--- src/rtl/srx_pkg.sv ---
package srx_pkg;
  typedef enum logic {
    SRC_EXT = 1'b0,
    SRC_INT = 1'b1
  } clk_src_e;
endpackage

--- src/rtl/srx_sync.sv ---
module srx_sync #(
  parameter int unsigned STAGES  = 2,
  parameter logic        RST_VAL = 1'b0
) (
  input  logic clk_i,
  input  logic rst_ni,
  input  logic d_i,
  output logic q_o
);
  logic [STAGES-1:0] st_q;

  generate
    if (STAGES == 1) begin : g_one
      always_ff @(posedge clk_i or negedge rst_ni) begin
        if (!rst_ni) st_q <= RST_VAL;
        else         st_q <= d_i;
      end
    end else begin : g_chain
      always_ff @(posedge clk_i or negedge rst_ni) begin
        if (!rst_ni) st_q <= {STAGES{RST_VAL}};
        else         st_q <= {st_q[STAGES-2:0], d_i};
      end
    end
  endgenerate

  assign q_o = st_q[STAGES-1];
endmodule

--- src/rtl/srx_clkgen.sv ---
module srx_clkgen #(
  parameter int unsigned HALF_DIV = 16
) (
  input  logic clk_i,
  input  logic rst_ni,
  input  logic run_i,
  output logic sck_o,
  output logic rise_o
);
  localparam int unsigned CNT_W = $clog2(HALF_DIV + 1);
  localparam logic [CNT_W-1:0] LAST = CNT_W'(HALF_DIV - 1);

  logic [CNT_W-1:0] cnt_q;
  logic             sck_q;
  logic             wrap;

  assign wrap = (cnt_q == LAST);

  // stopped clock parks high with the divider cleared
  always_ff @(posedge clk_i or negedge rst_ni) begin
    if (!rst_ni) begin
      cnt_q <= '0;
      sck_q <= 1'b1;
    end else if (!run_i) begin
      cnt_q <= '0;
      sck_q <= 1'b1;
    end else if (wrap) begin
      cnt_q <= '0;
      sck_q <= ~sck_q;
    end else begin
      cnt_q <= cnt_q + 1'b1;
    end
  end

  assign sck_o  = sck_q;
  assign rise_o = run_i & wrap & ~sck_q;
endmodule

--- src/rtl/srx_shifter.sv ---
module srx_shifter #(
  parameter int unsigned DATA_W = 8
) (
  input  logic              clk_i,
  input  logic              rst_ni,
  input  logic              hold_i,
  input  logic              stb_i,
  input  logic              bit_i,
  output logic              done_o,
  output logic [DATA_W-1:0] data_o
);
  localparam int unsigned BIT_W = $clog2(DATA_W);
  localparam logic [BIT_W-1:0] LAST_BIT = BIT_W'(DATA_W - 1);

  logic [BIT_W-1:0]  cnt_q;
  logic [DATA_W-1:0] sh_q;
  logic              done_q;

  always_ff @(posedge clk_i or negedge rst_ni) begin
    if (!rst_ni) begin
      cnt_q  <= '0;
      sh_q   <= '0;
      done_q <= 1'b0;
    end else begin
      done_q <= 1'b0;
      if (hold_i) begin
        cnt_q <= '0;
      end else if (stb_i) begin
        sh_q <= {bit_i, sh_q[DATA_W-1:1]};
        if (cnt_q == LAST_BIT) begin
          cnt_q  <= '0;
          done_q <= 1'b1;
        end else begin
          cnt_q <= cnt_q + 1'b1;
        end
      end
    end
  end

  assign done_o = done_q;
  assign data_o = sh_q;
endmodule

--- src/rtl/srx_status.sv ---
module srx_status #(
  parameter int unsigned DATA_W = 8
) (
  input  logic              clk_i,
  input  logic              rst_ni,
  input  logic              done_i,
  input  logic [DATA_W-1:0] data_i,
  input  logic              full_clr_i,
  input  logic              ovr_clr_i,
  input  logic              rie_i,
  output logic [DATA_W-1:0] rdata_o,
  output logic              full_o,
  output logic              ovr_o,
  output logic              rxi_o,
  output logic              eri_o
);
  logic [DATA_W-1:0] rdr_q;
  logic              full_q, ovr_q;
  logic              full_set, ovr_set;

  assign full_set = done_i & ~full_q;
  assign ovr_set  = done_i & full_q;

  always_ff @(posedge clk_i or negedge rst_ni) begin
    if (!rst_ni) begin
      rdr_q  <= '0;
      full_q <= 1'b0;
      ovr_q  <= 1'b0;
    end else begin
      if (full_set) rdr_q <= data_i;
      // set beats clear
      full_q <= full_set | (full_q & ~full_clr_i);
      ovr_q  <= ovr_set  | (ovr_q  & ~ovr_clr_i);
    end
  end

  assign rdata_o = rdr_q;
  assign full_o  = full_q;
  assign ovr_o   = ovr_q;
  assign rxi_o   = full_q & rie_i;
  assign eri_o   = ovr_q & rie_i;
endmodule

--- src/rtl/sync_serial_rx.sv ---
module sync_serial_rx
  import srx_pkg::*;
#(
  parameter int unsigned DATA_W      = 8,
  parameter int unsigned HALF_DIV    = 16,
  parameter int unsigned SYNC_STAGES = 2
) (
  input  logic              clk_i,
  input  logic              rst_ni,
  input  logic              rx_en_i,
  input  logic              int_clk_sel_i,
  input  logic              rie_i,
  input  logic              full_clr_i,
  input  logic              ovr_clr_i,
  input  logic              sck_i,
  input  logic              sd_i,
  output logic              sck_o,
  output logic              sck_oe_o,
  output logic [DATA_W-1:0] rdata_o,
  output logic              full_o,
  output logic              ovr_o,
  output logic              rxi_o,
  output logic              eri_o,
  output logic              tx_inhibit_o
);
  clk_src_e          src;
  logic              sck_s, sd_s, sck_prev_q;
  logic              ext_rise, int_rise, int_sck;
  logic              rx_live, run_int;
  logic              sample_stb;
  logic              frame_done;
  logic [DATA_W-1:0] frame_data;

  assign src = clk_src_e'(int_clk_sel_i);

  srx_sync #(.STAGES(SYNC_STAGES), .RST_VAL(1'b1)) u_sync_sck (
    .clk_i(clk_i), .rst_ni(rst_ni), .d_i(sck_i), .q_o(sck_s)
  );

  srx_sync #(.STAGES(SYNC_STAGES), .RST_VAL(1'b0)) u_sync_sd (
    .clk_i(clk_i), .rst_ni(rst_ni), .d_i(sd_i), .q_o(sd_s)
  );

  always_ff @(posedge clk_i or negedge rst_ni) begin
    if (!rst_ni) sck_prev_q <= 1'b1;
    else         sck_prev_q <= sck_s;
  end

  assign ext_rise = sck_s & ~sck_prev_q;

  // error lockout gates both the clock and sampling
  assign rx_live = rx_en_i & ~ovr_o;
  assign run_int = rx_live & (src == SRC_INT);

  srx_clkgen #(.HALF_DIV(HALF_DIV)) u_clkgen (
    .clk_i(clk_i), .rst_ni(rst_ni), .run_i(run_int),
    .sck_o(int_sck), .rise_o(int_rise)
  );

  assign sample_stb = rx_live & ((src == SRC_INT) ? int_rise : ext_rise);

  srx_shifter #(.DATA_W(DATA_W)) u_shifter (
    .clk_i(clk_i), .rst_ni(rst_ni), .hold_i(~rx_en_i),
    .stb_i(sample_stb), .bit_i(sd_s),
    .done_o(frame_done), .data_o(frame_data)
  );

  srx_status #(.DATA_W(DATA_W)) u_status (
    .clk_i(clk_i), .rst_ni(rst_ni),
    .done_i(frame_done), .data_i(frame_data),
    .full_clr_i(full_clr_i), .ovr_clr_i(ovr_clr_i), .rie_i(rie_i),
    .rdata_o(rdata_o), .full_o(full_o), .ovr_o(ovr_o),
    .rxi_o(rxi_o), .eri_o(eri_o)
  );

  assign sck_o        = (src == SRC_INT) ? int_sck : 1'b1;
  assign sck_oe_o     = (src == SRC_INT);
  assign tx_inhibit_o = ovr_o;
endmodule

--- config.mk ---
export PLATFORM = sky130hd
export DESIGN_NAME = sync_serial_rx
export DESIGN_NICKNAME = d
export VERILOG_FILES = /design/src/rtl/srx_pkg.sv /design/src/rtl/srx_sync.sv /design/src/rtl/srx_clkgen.sv /design/src/rtl/srx_shifter.sv /design/src/rtl/srx_status.sv /design/src/rtl/sync_serial_rx.sv
export SDC_FILE = /design/constraint.sdc
export NUM_CORES = 1
export LEC_CHECK = 0
export BUFFER_PORTS_ARGS = -buffer_cell sky130_fd_sc_hd__buf_2
export CAP_MARGIN = 20
export CORE_ASPECT_RATIO = 0.7
export CORE_UTILIZATION = 48
export DETAILED_ROUTE_END_ITERATION = 8
export PLACE_DENSITY = 0.72
export SKIP_LAST_GASP = 1
export SYNTH_ARGS = -nofsm -noshare
export SYNTH_HDL_FRONTEND = slang
export SYNTH_SLANG_ARGS = --single-unit
export TNS_END_PERCENT = 1
--- constraint.sdc ---
create_clock -name clk_i -period 1.7 [get_ports clk_i]
set_clock_uncertainty 0.15 [all_clocks]
set_input_delay 0.255 -clock clk_i [delete_from_list [all_inputs] [get_ports clk_i]]
set_output_delay 0.255 -clock clk_i [all_outputs]
set_load 0.03 [all_outputs]
==> flow_metrics.py <==
metrics = {
    "drt": {
        "route.detailed.drc": 0,
        "dr.first_iter.drc_count": 24,
        "ant_nets": 0,
        "vias": 821,
        "viasPerCell": 4.89,
        "avgRoutedWirePerCell_um": 14.2,
        "wl_mm": 2.39,
        "dr.pass1.iters": 4,
    },
    "cells_and_area": {
        "regArea_um2": 832,
        "final_common_cell": "dfrtp_1",
        "final_cell_mix": "28 x dfrtp_1, 23 x buf_2, 8 x mux2_4, 8 x mux2_2, 8 x buf_4",
        "antenna_cells": 0,
        "n_fill_cell": 182,
        "area_growth_pct": 29.9,
        "finalInstanceArea_mm2": 0.00176,
        "final_nets": 145,
        "final_cells": 168,
        "multi_input_area_um2": 510,
        "drive_gt1_share_pct": 50.0,
        "fin_util_pct": 68.4,
    },
    "critical_path": {
        "critPathRequiredTime_ns": 1.72,
        "crit_type": "reg2reg",
        "cp_slowest_cell": "dfrtp_1",
        "path_cells": "ha_4 > nand4b_4 > o32ai_4 > buf_12 > mux2_4",
        "r2r_start": "u_clkgen.cnt_q[1]$_DFF_PN0_",
        "reg2reg_to": "u_shifter.data_o[7]$_DFFE_PN0P_",
        "r2r_slack_ns": -0.1,
        "start_kind": "flop",
        "rr_worst_depth": 5,
        "end_kind": "flop",
        "critPathMaxFanout": 5,
        "crit_path_end": "u_shifter.data_o[7]$_DFFE_PN0P_",
        "max_stage_delay_ns": 0.41,
        "arrival_ns": 1.81,
        "cp-startpoint": "u_clkgen.cnt_q[1]$_DFF_PN0_",
    },
    "sta": {
        "finalHoldViolations": 0,
        "fin_hold_ws_ns": 0.130,
        "maxClockFrequency_mhz": 557,
        "tightest_slew_ns": 0.380,
        "layout_min_cycle_time_ns": 1.80,
        "period_share_pct": 106,
        "rsz0062_at_grt": "true",
        "fin_ws_ns": -0.0961,
        "finalSetupViolations": 11,
        "slew_viol_final": 0,
        "relSlewSlack_pct": 74.6,
    },
    "yosys": {
        "synth_compound_area_share_pct": 2.77,
        "yosys_warnings": 0,
        "synth_top_family_by_area": "multiplexers",
        "muxShareOfSynthArea_pct": 17.2,
        "synthesis.nets": 103,
        "syn_inst": 91,
        "synth_simple_gate_area_share_pct": 10.3,
        "synthAdderAreaFrac_pct": 2.77,
        "seq_area_frac_synth_pct": 61.4,
        "synth-edff-count": 0,
        "yosys.area_share.xor_xnor_pct": 1.94,
        "ys.flop_type": "dfrtp_1",
        "yosys.cell_types.count": 25,
        "synth_area_per_cell_um2": 14.9,
        "synth_seq_cells": 33,
        "async_flop_share_pct": 100,
        "netlist_area_mm2": 0.00135,
    },
    "floorplanning": {
        "die-area_mm2": 0.00304,
        "die_h_um": 46.4,
        "die_width_um": 65.5,
        "io_pins": 24,
        "num_rows": 15,
        "design.core.area_mm2": 0.00257,
        "start_util_pct": 52.7,
    },
    "clock_tree": {
        "htree_num_levels": 2,
        "cts-root-buf": "clkbuf_8",
        "cts.path.max_buffers": 2,
        "cts.clk_slew.worst_paths_ns": 0.07,
        "cts_sinks": 33,
        "insertion_delay_ns": 0.29,
        "cts_tree": "done",
        "cts_made_buffers": 5,
    },
    "pwr": {
        "power_density_mw_per_mm2": 908,
        "vdd_drop_max_mv": 0.612,
        "swShare_pct": 24.1,
        "p_sw_mw": 0.386,
        "leakagePower_nw": 0.920,
        "p_total_mw": 1.60,
        "pwr-share-clk_pct": 36.0,
        "combPwrFrac_pct": 8.9,
        "pwr-share-seq_pct": 55.1,
        "intPower_mw": 1.21,
    },
    "place": {
        "numPortBuffers": 23,
        "dp_hpwl_mm": 1.62,
        "placed_area_mm2": 0.00157,
        "dp_cells": 151,
        "place_congestion": 0.768,
    },
    "global_route": {
        "grt_antenna_before_repair": 0,
        "grt_pass1_vias": 813,
        "grt_pass1_wl_mm": 3.92,
        "grt_max_degree": 15,
        "grt_overflow": 0,
        "grtUsageTotal_pct": 19.1,
    },
    "worst_hold_path": {
        "hold_start": "rx_en_i",
        "min_path_type": "in2reg",
    },
    "run": {
        "drv_cap": 0,
    },
    "run_status": {
        "status": "finished with violations",
        "violations": "negative setup slack",
    },
}
==> cells by family (layout without fill, tap and decap cells) <==
group / Yosys count / in the layout
xor+xnor: 3 / 3
flops: 33 / 33
compound gates: 3 / 3
mux: 19 / 19
simple gates: 23 / 23
fa+ha+maj: 3 / 3
buf+inv: 7 / 50
==> power groups by stage <==
stage                     clock network [mW]  registers (mW)  logic, mW
after floorplan                            0           0.879     0.0817
after global routing                   0.634           0.885      0.157
after detailed placement                   0           0.892      0.125
after CTS                              0.601           0.879      0.144
after global placement                     0           0.891      0.120
final                                  0.575           0.880      0.142
==> final cells by class <==
type,count,area share [%]
Clock buffer,5,3.91
Clock inverter,3,0.996
Inverter,4,0.853
Multi-Input combinational cell,51,29.0
Sequential cell,33,47.3
Tap cell,34,2.42
Timing Repair Buffer,38,15.5
==> cell usage after synthesis (all sizes together), types with 3 or more instances <==
library cell / number / area, um2
and2: 4 / 25.0
dfrtp: 29 / 726
inv: 4 / 15.0
dfstp: 4 / 105
nand2: 7 / 26.3
nor2: 3 / 11.3
ha: 3 / 37.5
mux2i: 3 / 30.0
mux2: 16 / 203
buf: 3 / 35.0
==> worst min path at each step <==
stage / cells past startpoint / endpoint
floorplan: 0 / u_clkgen.cnt_q[0]$_DFF_PN0_
CTS: 3 / u_shifter.cnt_q[0]$_DFFE_PN0P_
finish: 3 / u_shifter.cnt_q[0]$_DFFE_PN0P_
global placement: 1 / u_status.rdata_o[3]$_DFFE_PN0P_
global route: 3 / u_clkgen.cnt_q[2]$_DFF_PN0_
detailed placement: 1 / u_status.rdata_o[3]$_DFFE_PN0P_
==> repair_timing <==
| action | CTS | global route |
|---|---|---|
| pin swaps | 2 | 0 |
| cloned | 1 | 0 |
| hold endpoints to repair | 16 | 0 |
| hold buffers | 5 | 0 |
| setup buffers | 3 | 0 |
| gates resized for setup | 3 | 0 |
| setup endpoints to repair | 8 | 12 |
==> registers in the layout, summed over array words and instances, names as in the netlist <==
| register | count |
|---|---|
| u_shifter.data_o | 8 |
| u_status.rdata_o | 8 |
| u_clkgen.cnt_q | 5 |
| u_shifter.cnt_q | 3 |
| u_sync_sck.st_q | 2 |
| u_sync_sd.st_q | 2 |
| sck_prev_q | 1 |
| u_clkgen.sck_o | 1 |
| u_shifter.done_o | 1 |
| u_status.full_o | 1 |
| u_status.ovr_o | 1 |
==> through the flow <==
stage	TNS [ns]	setup slack [ns]
CTS	-0.902	-0.105
floorplan	-0.272	-0.0453
detailed placement	-0.547	-0.100
finish	-0.820	-0.0961
global placement	-0.0478	-0.0217
global route	-1.62	-0.159
==> layer usage <==
metal,vias up,GRT usage (%),wire length [um]
met5,-,0,0
met4,0,12.2,81
met3,10,7.43,88
met2,17,28.0,1120
met1,404,24.0,1090
li1,390,-,-
==> worst max-delay path: cells and delay by family (launching register included) <==
kind                     cells  cell delay (ns)
flip-flops                   1             0.41
AO/OA/AOI/OAI                1             0.36
multiplexers                 1             0.30
buffers and inverters        1             0.18
adder cells (fa/ha/maj)      1             0.17
AND/OR/NAND/NOR              1             0.12
Power figures use the tool's default switching activity.
